**src/rtl/pwrclk_pkg.sv**
```systemverilog
package pwrclk_pkg;
  localparam int REG_W   = 16;
  localparam int DIV_W   = 3;
  localparam int EN_BIT  = 15;
  localparam int SRC_BIT = 11;
  localparam int DIV_LSB = 0;
  // counter must reach 2**(2**DIV_W-1)-1
  localparam int CNT_W   = (2 ** DIV_W) - 1;
  localparam logic [REG_W-1:0] EN_MASK = REG_W'(1) << EN_BIT;
endpackage

```
**src/rtl/pcfg_regfile.sv**
```systemverilog
module pcfg_regfile
  import pwrclk_pkg::*;
#(
  parameter int W   = REG_W,
  parameter int ENB = EN_BIT
) (
  input  logic         clk_i,
  input  logic         rst_ni,
  input  logic         wr_en_i,
  input  logic [W-1:0] wr_data_i,
  input  logic         hw_irq_i,
  output logic [W-1:0] cfg_q_o
);
  logic [W-1:0] cfg_q;

  always_ff @(posedge clk_i or negedge rst_ni) begin
    if (!rst_ni) begin
      cfg_q <= '0;
    end else begin
      if (wr_en_i) cfg_q <= wr_data_i;
      // interrupt clear overrides a same-cycle write
      if (hw_irq_i) cfg_q[ENB] <= 1'b0;
    end
  end

  assign cfg_q_o = cfg_q;
endmodule

```
**src/rtl/pcfg_divider.sv**
```systemverilog
module pcfg_divider
  import pwrclk_pkg::*;
#(
  parameter int DW = DIV_W,
  parameter int CW = CNT_W
) (
  input  logic          clk_i,
  input  logic          rst_ni,
  input  logic          en_i,
  input  logic [DW-1:0] div_i,
  output logic          tick_o
);
  logic          act_en_q;
  logic [DW-1:0] act_div_q;
  logic [CW-1:0] cnt_q;
  logic [CW-1:0] limit;
  logic          term;

  always_comb begin
    limit = '0;
    for (int i = 0; i < CW; i++) begin
      if (act_en_q && (i < int'(act_div_q))) limit[i] = 1'b1;
    end
  end

  assign term = (cnt_q == limit);

  // settings are sampled only at terminal count
  always_ff @(posedge clk_i or negedge rst_ni) begin
    if (!rst_ni) begin
      cnt_q     <= '0;
      act_en_q  <= 1'b0;
      act_div_q <= '0;
    end else if (term) begin
      cnt_q     <= '0;
      act_en_q  <= en_i;
      act_div_q <= div_i;
    end else begin
      cnt_q <= cnt_q + 1'b1;
    end
  end

  assign tick_o = term;
endmodule

```
**src/rtl/pcfg_clkout.sv**
```systemverilog
module pcfg_clkout (
  input  logic src_sel_i,
  input  logic tick_i,
  output logic clkout_o
);
  assign clkout_o = src_sel_i ? 1'b1 : tick_i;
endmodule

```
**src/rtl/pwr_clk_ctrl.sv**
```systemverilog
module pwr_clk_ctrl
  import pwrclk_pkg::*;
(
  input  logic             clk_i,
  input  logic             rst_ni,
  input  logic             wr_en_i,
  input  logic [REG_W-1:0] wr_data_i,
  input  logic             hw_irq_i,
  input  logic             sw_irq_i,
  output logic [REG_W-1:0] rd_data_o,
  output logic             clk_en_o,
  output logic             clkout_en_o
);
  logic [REG_W-1:0] cfg_q;

  pcfg_regfile #(.W(REG_W), .ENB(EN_BIT)) u_reg (
    .clk_i     (clk_i),
    .rst_ni    (rst_ni),
    .wr_en_i   (wr_en_i),
    .wr_data_i (wr_data_i),
    .hw_irq_i  (hw_irq_i),
    .cfg_q_o   (cfg_q)
  );

  pcfg_divider #(.DW(DIV_W), .CW(CNT_W)) u_div (
    .clk_i  (clk_i),
    .rst_ni (rst_ni),
    .en_i   (cfg_q[EN_BIT]),
    .div_i  (cfg_q[DIV_LSB +: DIV_W]),
    .tick_o (clk_en_o)
  );

  pcfg_clkout u_out (
    .src_sel_i (cfg_q[SRC_BIT]),
    .tick_i    (clk_en_o),
    .clkout_o  (clkout_en_o)
  );

  // software interrupts and exceptions do not touch the register
  logic unused_sw;
  assign unused_sw = sw_irq_i;
  assign rd_data_o = cfg_q;
endmodule

```
**config.mk**
```make
export PLATFORM = sky130hd
export DESIGN_NAME = pwr_clk_ctrl
export DESIGN_NICKNAME = d
export VERILOG_FILES = /design/src/rtl/pwrclk_pkg.sv /design/src/rtl/pcfg_regfile.sv /design/src/rtl/pcfg_divider.sv /design/src/rtl/pcfg_clkout.sv /design/src/rtl/pwr_clk_ctrl.sv
export SDC_FILE = /design/constraint.sdc
export NUM_CORES = 1
export LEC_CHECK = 0
export CORE_MARGIN = 5
export CORE_UTILIZATION = 38
export DETAILED_ROUTE_END_ITERATION = 8
export PLACE_DENSITY = 0.68
export REMOVE_ABC_BUFFERS = 1
export SLEW_MARGIN = 0
export SYNTH_ARGS = -nofsm -noshare
export SYNTH_HDL_FRONTEND = slang
export SYNTH_SLANG_ARGS = --single-unit
```
**constraint.sdc**
```tcl
create_clock -name clk_i -period 2.41 [get_ports clk_i]
set_input_delay 0.241 -clock clk_i [delete_from_list [all_inputs] [get_ports clk_i]]
set_output_delay 0.241 -clock clk_i [all_outputs]
set_load 0.05 [all_outputs]
```
==> Word level (Yosys, flattened, before mapping) <==
Index checks and enable logic that the tools add are counted.
{ "word_totals": {"regBits": 27, "latch_bits": 0, "ram_bits": 0, "romBits": 0, "inputBits": 21, "out_inout_bits": 18, "memories": 0} }
{ "op_classes": {"add_sub_neg": 1, "multipliers": 0, "div_mod_pow": 0, "order_cmp": 7, "n_eq_ne": 1, "shift": 0, "mux": 11, "n_bitwise": 0, "n_reduce_logical": 8} }
{ "ops": {"columns": ["op", "count"], "rows": [
  ["2-to-1 mux 16 bit", 1],
  ["less-than comparator 3 bit, first input constant", 3],
  ["2-to-1 mux 1 bit", 9],
  ["adder 7 x 1 -> 7 bit, second input constant", 1],
  ["equality test 7 bit", 1],
  ["logical AND 1 bit", 7],
  ["2-to-1 mux 7 bit", 1],
  ["less-than comparator 1 x 3 -> 1 bit, first input constant", 2],
  ["less-than comparator 2 x 3 -> 1 bit, first input constant", 2],
  ["nonzero test 2 bit", 1]
]} }

==> Logic depth before layout (Yosys ltp) <==
Gate-level depths: netlist (run 1).
{ "depth": {"word_depth": 5, "depth_mapped": 7, "ltp_nobuf": 5} }

==> By module <==
Synthesis (run 1) repeated with hierarchy kept, for this count alone.
{ "unflattened": {"hier_cells": 101, "area_unflattened_um2": 1320.0} }
{ "modules_own_cells": {"columns": ["mod", "n_inst", "cells_each", "area_each_um2"], "rows": [
  ["pcfg_divider", 1, 65, 665.6],
  ["pcfg_regfile", 1, 35, 648.1],
  ["pcfg_clkout", 1, 1, 6.3]
]} }

==> Worst setup path after synthesis (run 1) <==
No wires, ideal clock.
{ "synth_path": {"path_type": "register to output", "from": "register u_div.act_div_q[0]", "to": "output port clkout_en_o", "t_arrival_ps": 1782, "required_ps": 2169, "slack_ps": 387, "stages_incl_launch_ff": 7, "path_buffers": 1, "path_cell_list": "dfrtp_1 > nor2_2 > xor2_1 > a41oi_1 > nor4_4 > buf_6 > or2_2"} }
{ "synth_via": {"elab_chain_len": 5, "elab_cells_between_ends": 23, "cone_classes": "7 x order compare; 1 x eq/ne; 8 x mux; 7 x reduce/logical"} }
{ "synth_rtl": {"columns": ["item", "line", "text"], "rows": [
  ["start: declaration", "pcfg_divider.sv:14", "logic [DW-1:0] act_div_q;"],
  ["start signal: assignment", "pcfg_divider.sv:37", "act_div_q <= div_i;"],
  ["less-than comparator 1 x 3 -> 1 bit, or another cell as far along", "pcfg_divider.sv:22", "if (act_en_q && (i < int'(act_div_q))) limit[i] = 1'b1;"],
  ["logical AND 1 bit", "pcfg_divider.sv:22", null],
  ["2-to-1 mux 1 bit", "pcfg_divider.sv:22", null],
  ["equality test 7 bit (*)", "pcfg_divider.sv:26", "assign term = (cnt_q == limit);"],
  ["named net clk_en_o", "pwr_clk_ctrl.sv:11", "output logic clk_en_o,"],
  ["2-to-1 mux 1 bit (*)", "pcfg_clkout.sv:6", "assign clkout_o = src_sel_i ? 1'b1 : tick_i;"],
  ["end: declaration", "pwr_clk_ctrl.sv:12", "output logic clkout_en_o"]
]} }
The timed path passes the listed nets; every way through them passes the cells marked *.

==> Worst setup path after layout (run 1) <==
{ "layout_path": {"from": "register u_div.act_en_q", "to": "output port clk_en_o"} }
{ "layout_via": {"elab_chain_len": 3, "elab_cells_between_ends": 15, "cone_classes": "1 x eq/ne; 7 x mux; 7 x reduce/logical"} }
{ "layout_rtl": {"columns": ["item", "line", "text"], "rows": [
  ["start: declaration", "pcfg_divider.sv:13", "logic act_en_q;"],
  ["start signal: assignment", "pcfg_divider.sv:36", "act_en_q <= en_i;"],
  ["logical AND 1 bit", "pcfg_divider.sv:22", null],
  ["2-to-1 mux 1 bit", "pcfg_divider.sv:22", null],
  ["equality test 7 bit (*)", "pcfg_divider.sv:26", null],
  ["end: declaration", "pwr_clk_ctrl.sv:11", null]
]} }
Every way passes the cells marked *; elsewhere a longest branch is shown, timed or not.

==> impl_metrics.env, run 1 <==
export IMPL_run_status="complete, no violations"
export IMPL_drc=0
export IMPL_place_gp_congestion=0.788
export IMPL_total_via_count_in_the_routed_design=850
export IMPL_root_buffer="sky130_fd_sc_hd__clkbuf_4"
export IMPL_whs_ps=260
export IMPL_cts_hold_buf=0
export IMPL_filler_cell_count=285
export IMPL_reg2reg_setup_slack_ps=380
export IMPL_drt_first_iter_violations=25
export IMPL_effective_utilization_at_floorplan_pct=39.5
export IMPL_area_growth_pct=41.1
export IMPL_area_taken_by_multi_input_logic_gates_um2=484
export IMPL_crit_path_max_fanout=8
export IMPL_htree_levels=1
export IMPL_synth_adder_area_share_pct=1.04
export IMPL_grt_first_pass_wirelength_mm=4.15
export IMPL_die_area_um2=4370
export IMPL_worstMarginPinSlew_ps=515
export IMPL_grt_overflow_total=0
export IMPL_n_antenna_cell=0
export IMPL_dp_final_hpwl_mm=1.72
export IMPL_layout_worst_path_cycle_share_pct=91.3
export IMPL_post_synthesis_sequential_element_count=27
export IMPL_reg2reg_from="u_div.act_en_q"
export IMPL_synth_seq_area_share_pct=56.4
export IMPL_dieWidth_um=66.1
export IMPL_route_final_wire_length_mm=2.27
export IMPL_post_syn_area_um2=1200
export IMPL_port_buffers=37
export IMPL_finalHoldViolCount=0
export IMPL_timing_critical_path_arrival_ps=1960
export IMPL_clk_insertion_delay_late_ps=320
export IMPL_die_h_um=66.1
export IMPL_fp_row_count=20
export IMPL_grt_antenna_before_repair=0
export IMPL_rsz0062_at_grt="false"
export IMPL_detailedRoute_firstPassIterationCount=4
export IMPL_cts_buffers=3
export IMPL_clock_transition_at_path_regs_ps=150
export IMPL_synth_cells=91
export IMPL_first_global_vias=926
export IMPL_timing_max_cap_violations=0
export IMPL_synth_cell_types=29
export IMPL_synth_mux_area_fraction_pct=19.0
export IMPL_clock_sinks=27
export IMPL_cts_max_path_buffers=2
export IMPL_sequential_cell_area_um2=677
export IMPL_worst_endpoint_required_ps=2170
export IMPL_final_cell_area_um2=1690
export IMPL_setup_worst_path_start="u_div.act_en_q"
export IMPL_maxClockFrequency_ghz=0.454
export IMPL_timing_hold_worst_class="input port to async pin"
export IMPL_post_drt_wl_per_cell_um=12.8
export IMPL_power_per_cell_area_nw_per_um2=999
export IMPL_finalWorstPathRequiredPeriod_ps=2200
export IMPL_synth_xor_xnor_area_share_pct=5.85
export IMPL_worst_clock_skew_ps=2.99
export IMPL_synthesis_area_per_instance_um2=13.2
export IMPL_fp_coreArea_um2=3030
export IMPL_residual_antenna_violating_net_count_after_detailed_routing=0
export IMPL_drive_gt1_share_pct=25.6
export IMPL_groute_usage_overall_pct=12.4
export IMPL_avgViaCountPerCell=4.80
export IMPL_maximum_number_of_pins_on_one_net_before_global_route_repair=28
export IMPL_slew_headroom_pct=65.5
export IMPL_synth_compound_gate_area_share_pct=4.70
export IMPL_setup_violations_final=0
export IMPL_place_area_um2=1640
export IMPL_timing_reg2reg_worst_path_depth=7
export IMPL_nNetsFinal=156
export IMPL_cts_tree="built"
export IMPL_report_final_slew_viol_count=0
export IMPL_timing_setup_tns_ps=0
export IMPL_endpoint_kind="output port"
export IMPL_synthesis_yosys_warnings=0
export IMPL_largest_family_of_logic_cells_by_synthesized_area="multiplexers"
export IMPL_synthSimpleGateAreaFrac_pct=9.82
export IMPL_worst_ir_drop_vdd_v=0.000406
export IMPL_floorplan_io_pins=39
export IMPL_timing_setup_critical_path_class="flop to output port"
export IMPL_leakagePower_uw=0.000714
export IMPL_r2r_end="u_div.act_en_q"
export IMPL_critical_path_startpoint_type="flop"
## power by group
part | leakage (uW) | total [uW] | switching [uW] | internal, uW
registers | 0.000327 | 682 | 129 | 553
clock network | 0.0000139 | 198 | 134 | 63.4
logic | 0.000373 | 808 | 396 | 411
## metal layers
| layer | wire (um) | global-route usage [%] | vias up | part of all wire (%) |
|---|---|---|---|---|
| li1 | - | - | 399 | - |
| met1 | 882 | 14.7 | 421 | 39 |
| met2 | 1110 | 19.1 | 28 | 49 |
| met3 | 263 | 6.46 | 2 | 12 |
| met4 | 17 | 4.57 | 0 | 0.75 |
| met5 | 0 | 0 | - | 0 |
## metrics by stage
step	setup WS, ps	cells	power, uW	util, %
2_1_floorplan	-107	85	1150	-
3_3_place_gp	349	170	1430	54.0
3_5_place_dp	325	170	1450	54.0
4_1_cts	25.5	174	1650	55.0
5_1_grt	30.8	177	1810	55.8
6_report	209	177	1690	55.8
## how the worst max path moves through the flow
stage	cells after the start	to	slack, ps
3_3_place_gp	6	u_div.act_en_q	350
2_1_floorplan	5	clkout_en_o	-110
5_1_grt	6	clkout_en_o	30
6_report	6	clk_en_o	210
3_5_place_dp	6	u_div.act_en_q	320
4_1_cts	6	clkout_en_o	30
## final cells by class
cell class	count	share of cell area [%]
clock buffer	3	1.33
clock inverter	1	0.444
multi-input combinational	58	28.7
sequential	27	40.1
timing repair buffer	44	26.2
tap	44	3.26
## flip-flops by register name, summed over array words and instances (netlist names)
signal,cells
u_div.act_en_q,1
u_div.act_div_q,3
u_reg.cfg_q_o,16
u_div.cnt_q,7
## worst max-delay path, cell delays in order, from the launching register on
cell and delay [ps]:
sky130_fd_sc_hd__dfrtp_2 480, sky130_fd_sc_hd__and3_1 210, sky130_fd_sc_hd__nor3_1 150, sky130_fd_sc_hd__a31oi_1 100
sky130_fd_sc_hd__nor4_4 360, sky130_fd_sc_hd__buf_4 210, sky130_fd_sc_hd__buf_12 130
## cell usage after synthesis
cell type	count	area (um2)
sky130_fd_sc_hd__a21o_1	1	7.51
sky130_fd_sc_hd__nor4_4	1	21.3
sky130_fd_sc_hd__nor2b_1	1	6.26
sky130_fd_sc_hd__o2111ai_1	1	8.76
sky130_fd_sc_hd__a41oi_1	1	8.76
sky130_fd_sc_hd__nand2_1	1	3.75
sky130_fd_sc_hd__a21oi_1	1	5.00
sky130_fd_sc_hd__ha_1	1	12.5
sky130_fd_sc_hd__buf_6	1	11.3
sky130_fd_sc_hd__clkbuf_1	2	7.51
sky130_fd_sc_hd__xor2_1	5	43.8
sky130_fd_sc_hd__nor2_2	1	6.26
sky130_fd_sc_hd__mux2_4	1	15.0
sky130_fd_sc_hd__nand3_1	5	25.0
sky130_fd_sc_hd__mux2_1	2	22.5
sky130_fd_sc_hd__nor2_1	7	26.3
sky130_fd_sc_hd__buf_1	1	3.75
sky130_fd_sc_hd__mux2_2	16	180
sky130_fd_sc_hd__mux2i_1	1	10.0
sky130_fd_sc_hd__xnor2_1	3	26.3
sky130_fd_sc_hd__dfrtp_1	27	676
sky130_fd_sc_hd__o31ai_1	1	7.51
sky130_fd_sc_hd__a31oi_1	1	6.26
sky130_fd_sc_hd__buf_4	2	15.0
sky130_fd_sc_hd__a211oi_1	1	7.51
sky130_fd_sc_hd__and3_1	2	12.5
sky130_fd_sc_hd__nor3_1	2	10.0
sky130_fd_sc_hd__o21ai_0	1	5.00
sky130_fd_sc_hd__or2_2	1	6.26
## repair_timing
action,in CTS,in global routing
endpoints found under the setup margin,0,2
setup buffers,0,3
resized for setup,0,1
## placed cells by master (no fill, tap or decap), types with 3 or more instances in the layout
cell                              netlist  layout
sky130_fd_sc_hd__buf_4                  2       7
sky130_fd_sc_hd__clkbuf_4               0       3
sky130_fd_sc_hd__clkdlybuf4s50_1        0      35
sky130_fd_sc_hd__dfrtp_1               27      26
sky130_fd_sc_hd__mux2_2                16      16
sky130_fd_sc_hd__nand3_1                5       5
sky130_fd_sc_hd__nor2_1                 7       7
sky130_fd_sc_hd__xnor2_1                3       3
sky130_fd_sc_hd__xor2_1                 5       5
## logic make-up after synthesis
| kind of cell | after synthesis |
|---|---|
| muxes | 20 |
| xor gates and xnor gates | 8 |
| DFF | 27 |
| adders and majority gates | 1 |
| AOI/OAI and AO/OA | 8 |
| and+or+nand+nor | 21 |
| buffers and inverters | 6 |
Note: power is estimated with default switching activity, not from simulation.
==> run 2: changes to the inputs <==
--- a/config.mk
+++ b/config.mk
@@ -6,10 +6,11 @@
 export NUM_CORES = 1
 export LEC_CHECK = 0
 export CORE_MARGIN = 5
-export CORE_UTILIZATION = 38
+export CORE_UTILIZATION = 45
 export DETAILED_ROUTE_END_ITERATION = 8
-export PLACE_DENSITY = 0.68
+export PLACE_DENSITY = 0.78
 export REMOVE_ABC_BUFFERS = 1
+export SKIP_LAST_GASP = 1
 export SLEW_MARGIN = 0
 export SYNTH_ARGS = -nofsm -noshare
 export SYNTH_HDL_FRONTEND = slang
==> impl_metrics.env, run 2 (synthesis results as in run 1) <==
export IMPL_power_per_cell_area_nw_per_um2=1010
export IMPL_worstPathCellList="nor2_2 > xor2_1 > a41oi_1 > nor4_4 > buf_6 > or2_2 > buf_12"
export IMPL_cts_buffers=3
export IMPL_clk_insertion_delay_late_ps=310
export IMPL_total_via_count_in_the_routed_design=829
export IMPL_dp_cells=155
export IMPL_timing_critical_path_arrival_ps=2020
export IMPL_run_status="complete, no violations"
export IMPL_residual_antenna_violating_net_count_after_detailed_routing=0
export IMPL_grt_first_pass_wirelength_mm=3.97
export IMPL_nNetsFinal=152
export IMPL_clock_transition_at_path_regs_ps=140
export IMPL_grtUsageMet2_pct=22.1
export IMPL_timing_setup_tns_ps=0
export IMPL_floorplan_io_pins=39
export IMPL_place_gp_congestion=0.738
export IMPL_fin_cells=159
export IMPL_timing_setup_critical_path_class="flop to output port"
export IMPL_grt_util_met3_pct=6.92
export IMPL_grt_antenna_before_repair=0
export IMPL_cell_with_the_biggest_individual_delay_on_the_critical_path="sky130_fd_sc_hd__dfrtp_2"
export IMPL_timing_hold_worst_class="input port to async pin"
export IMPL_timing_max_cap_violations=0
export IMPL_detailedRoute_firstPassIterationCount=4
export IMPL_p_comb_share_pct=46.5
export IMPL_maxClockFrequency_ghz=0.442
export IMPL_root_buffer="sky130_fd_sc_hd__clkbuf_4"
export IMPL_drc=0
export IMPL_n_antenna_cell=0
export IMPL_finalWorstPathRequiredPeriod_ps=2260
export IMPL_groute_usage_overall_pct=14.2
export IMPL_clock_sinks=27
export IMPL_leakagePower_uw=0.000696
export IMPL_crit_path_max_fanout=10
export IMPL_drive_gt1_share_pct=26.4
export IMPL_port_buffers=37
export IMPL_finalHoldViolCount=0
export IMPL_slew_headroom_pct=53.0
export IMPL_die_area_um2=3790
export IMPL_drt_first_iter_violations=27
export IMPL_worst_ir_drop_vdd_v=0.000651
export IMPL_power_internal_uw=1000
export IMPL_route_final_wire_length_mm=2.34
export IMPL_rsz0062_at_grt="false"
export IMPL_critical_path_startpoint_type="flop"
export IMPL_layout_cells_most_common_list="35 x sky130_fd_sc_hd__clkdlybuf4s50_1, 23 x sky130_fd_sc_hd__dfrtp_1, 16 x sky130_fd_sc_hd__mux2_2"
export IMPL_cts_tree="built"
export IMPL_setup_violations_final=0
export IMPL_maximum_number_of_pins_on_one_net_before_global_route_repair=28
export IMPL_layout_worst_path_cycle_share_pct=93.8
export IMPL_clock_power_share_pct=11.4
export IMPL_post_cts_setup_buffer_count=0
export IMPL_fp_row_count=18
export IMPL_avgViaCountPerCell=5.21
export IMPL_number_of_flip_flops_in_the_largest_register=16
export IMPL_effective_utilization_at_floorplan_pct=47.5
export IMPL_cts_hold_buf=0
export IMPL_power_switching_fraction_pct=39.8
export IMPL_post_drt_wl_per_cell_um=14.7
export IMPL_p_switching_uw=662
export IMPL_fp_coreArea_um2=2520
export IMPL_area_growth_pct=37.8
export IMPL_dp_final_hpwl_mm=1.76
export IMPL_grt_overflow_total=0
export IMPL_critical_path_top_delay_family="simple AND/OR/NAND/NOR gates"
export IMPL_first_global_vias=897
export IMPL_dieWidth_um=61.6
export IMPL_report_final_slew_viol_count=0
export IMPL_worstMarginPinSlew_ps=703
export IMPL_final_util_pct=65.4
export IMPL_crit_buf_inv=2
export IMPL_endpoint_kind="output port"
export IMPL_mostFrequentLayoutCell="sky130_fd_sc_hd__clkdlybuf4s50_1"
export IMPL_grt_met1_usage_pct=16.9
export IMPL_grt_busiest_layer="met2"
export IMPL_cp_slowest_stage_delay_ps=480
export IMPL_cts_max_path_buffers=2
export IMPL_seq_power_share_pct=42.0
export IMPL_htree_levels=1
export IMPL_die_h_um=61.6
export IMPL_worst_clock_skew_ps=4.01
export IMPL_worst_endpoint_required_ps=2170
run 2: per-stage QoR:
stage / total power, uW / setup WS, ps / cell area (um2) / hold WS (ps)
floorplan: 1150 / -107 / 1160 / -54.6
global placement: 1420 / 436 / 1610 / 490
detailed placement: 1460 / 368 / 1610 / 500
CTS: 1650 / 4.14 / 1640 / 283
global route: 1780 / 5.70 / 1650 / 284
finish: 1660 / 149 / 1650 / 271
run 2: layout make-up:
cell class	count	area, um2
fillers	193	872
clock inverters	1	5.00
clock buffers	3	22.5
well taps	30	37.5
flip-flops and latches	27	681
multi-input cells	58	488
repair buffers	40	417
run 2: power by group through the flow:
stage | clock network, uW | logic (uW) | registers [uW]
global placement | 0 | 735 | 688
detailed placement | 0 | 757 | 699
CTS | 198 | 762 | 690
global route | 221 | 833 | 721
floorplan | 0 | 391 | 755
finish | 190 | 773 | 698
run 2: worst paths after layout:
path / start / end / slack [ps] / depth (start not counted)
worst min-delay path: rst_ni / u_div.cnt_q[6] / 270 / 2
worst max register to register: u_div.cnt_q[0] / u_div.act_en_q / 580 / 6
worst min register to register: u_reg.cfg_q_o[9] / u_reg.cfg_q_o[9] / 530 / 1
min in group clk_i: hw_irq_i / u_reg.cfg_q_o[15] / 430 / 2
max in group asynchronous: rst_ni / u_div.act_div_q[2] / 1860 / 2
worst max-delay path: u_div.act_div_q[0] / clkout_en_o / 150 / 7
run 2: repair_timing:
action | in CTS | in global routing
gates cloned | 0 | 0
pin swaps | 0 | 1
setup endpoints to repair | 1 | 1
gates resized for setup | 1 | 5
run 2: per-layer routing:
metal  vias to the layer above  wire length (um)
li1                        393                 -
met1                       402               954
met2                        32              1130
met3                         2               249
met4                         0                11
met5                         -                 0
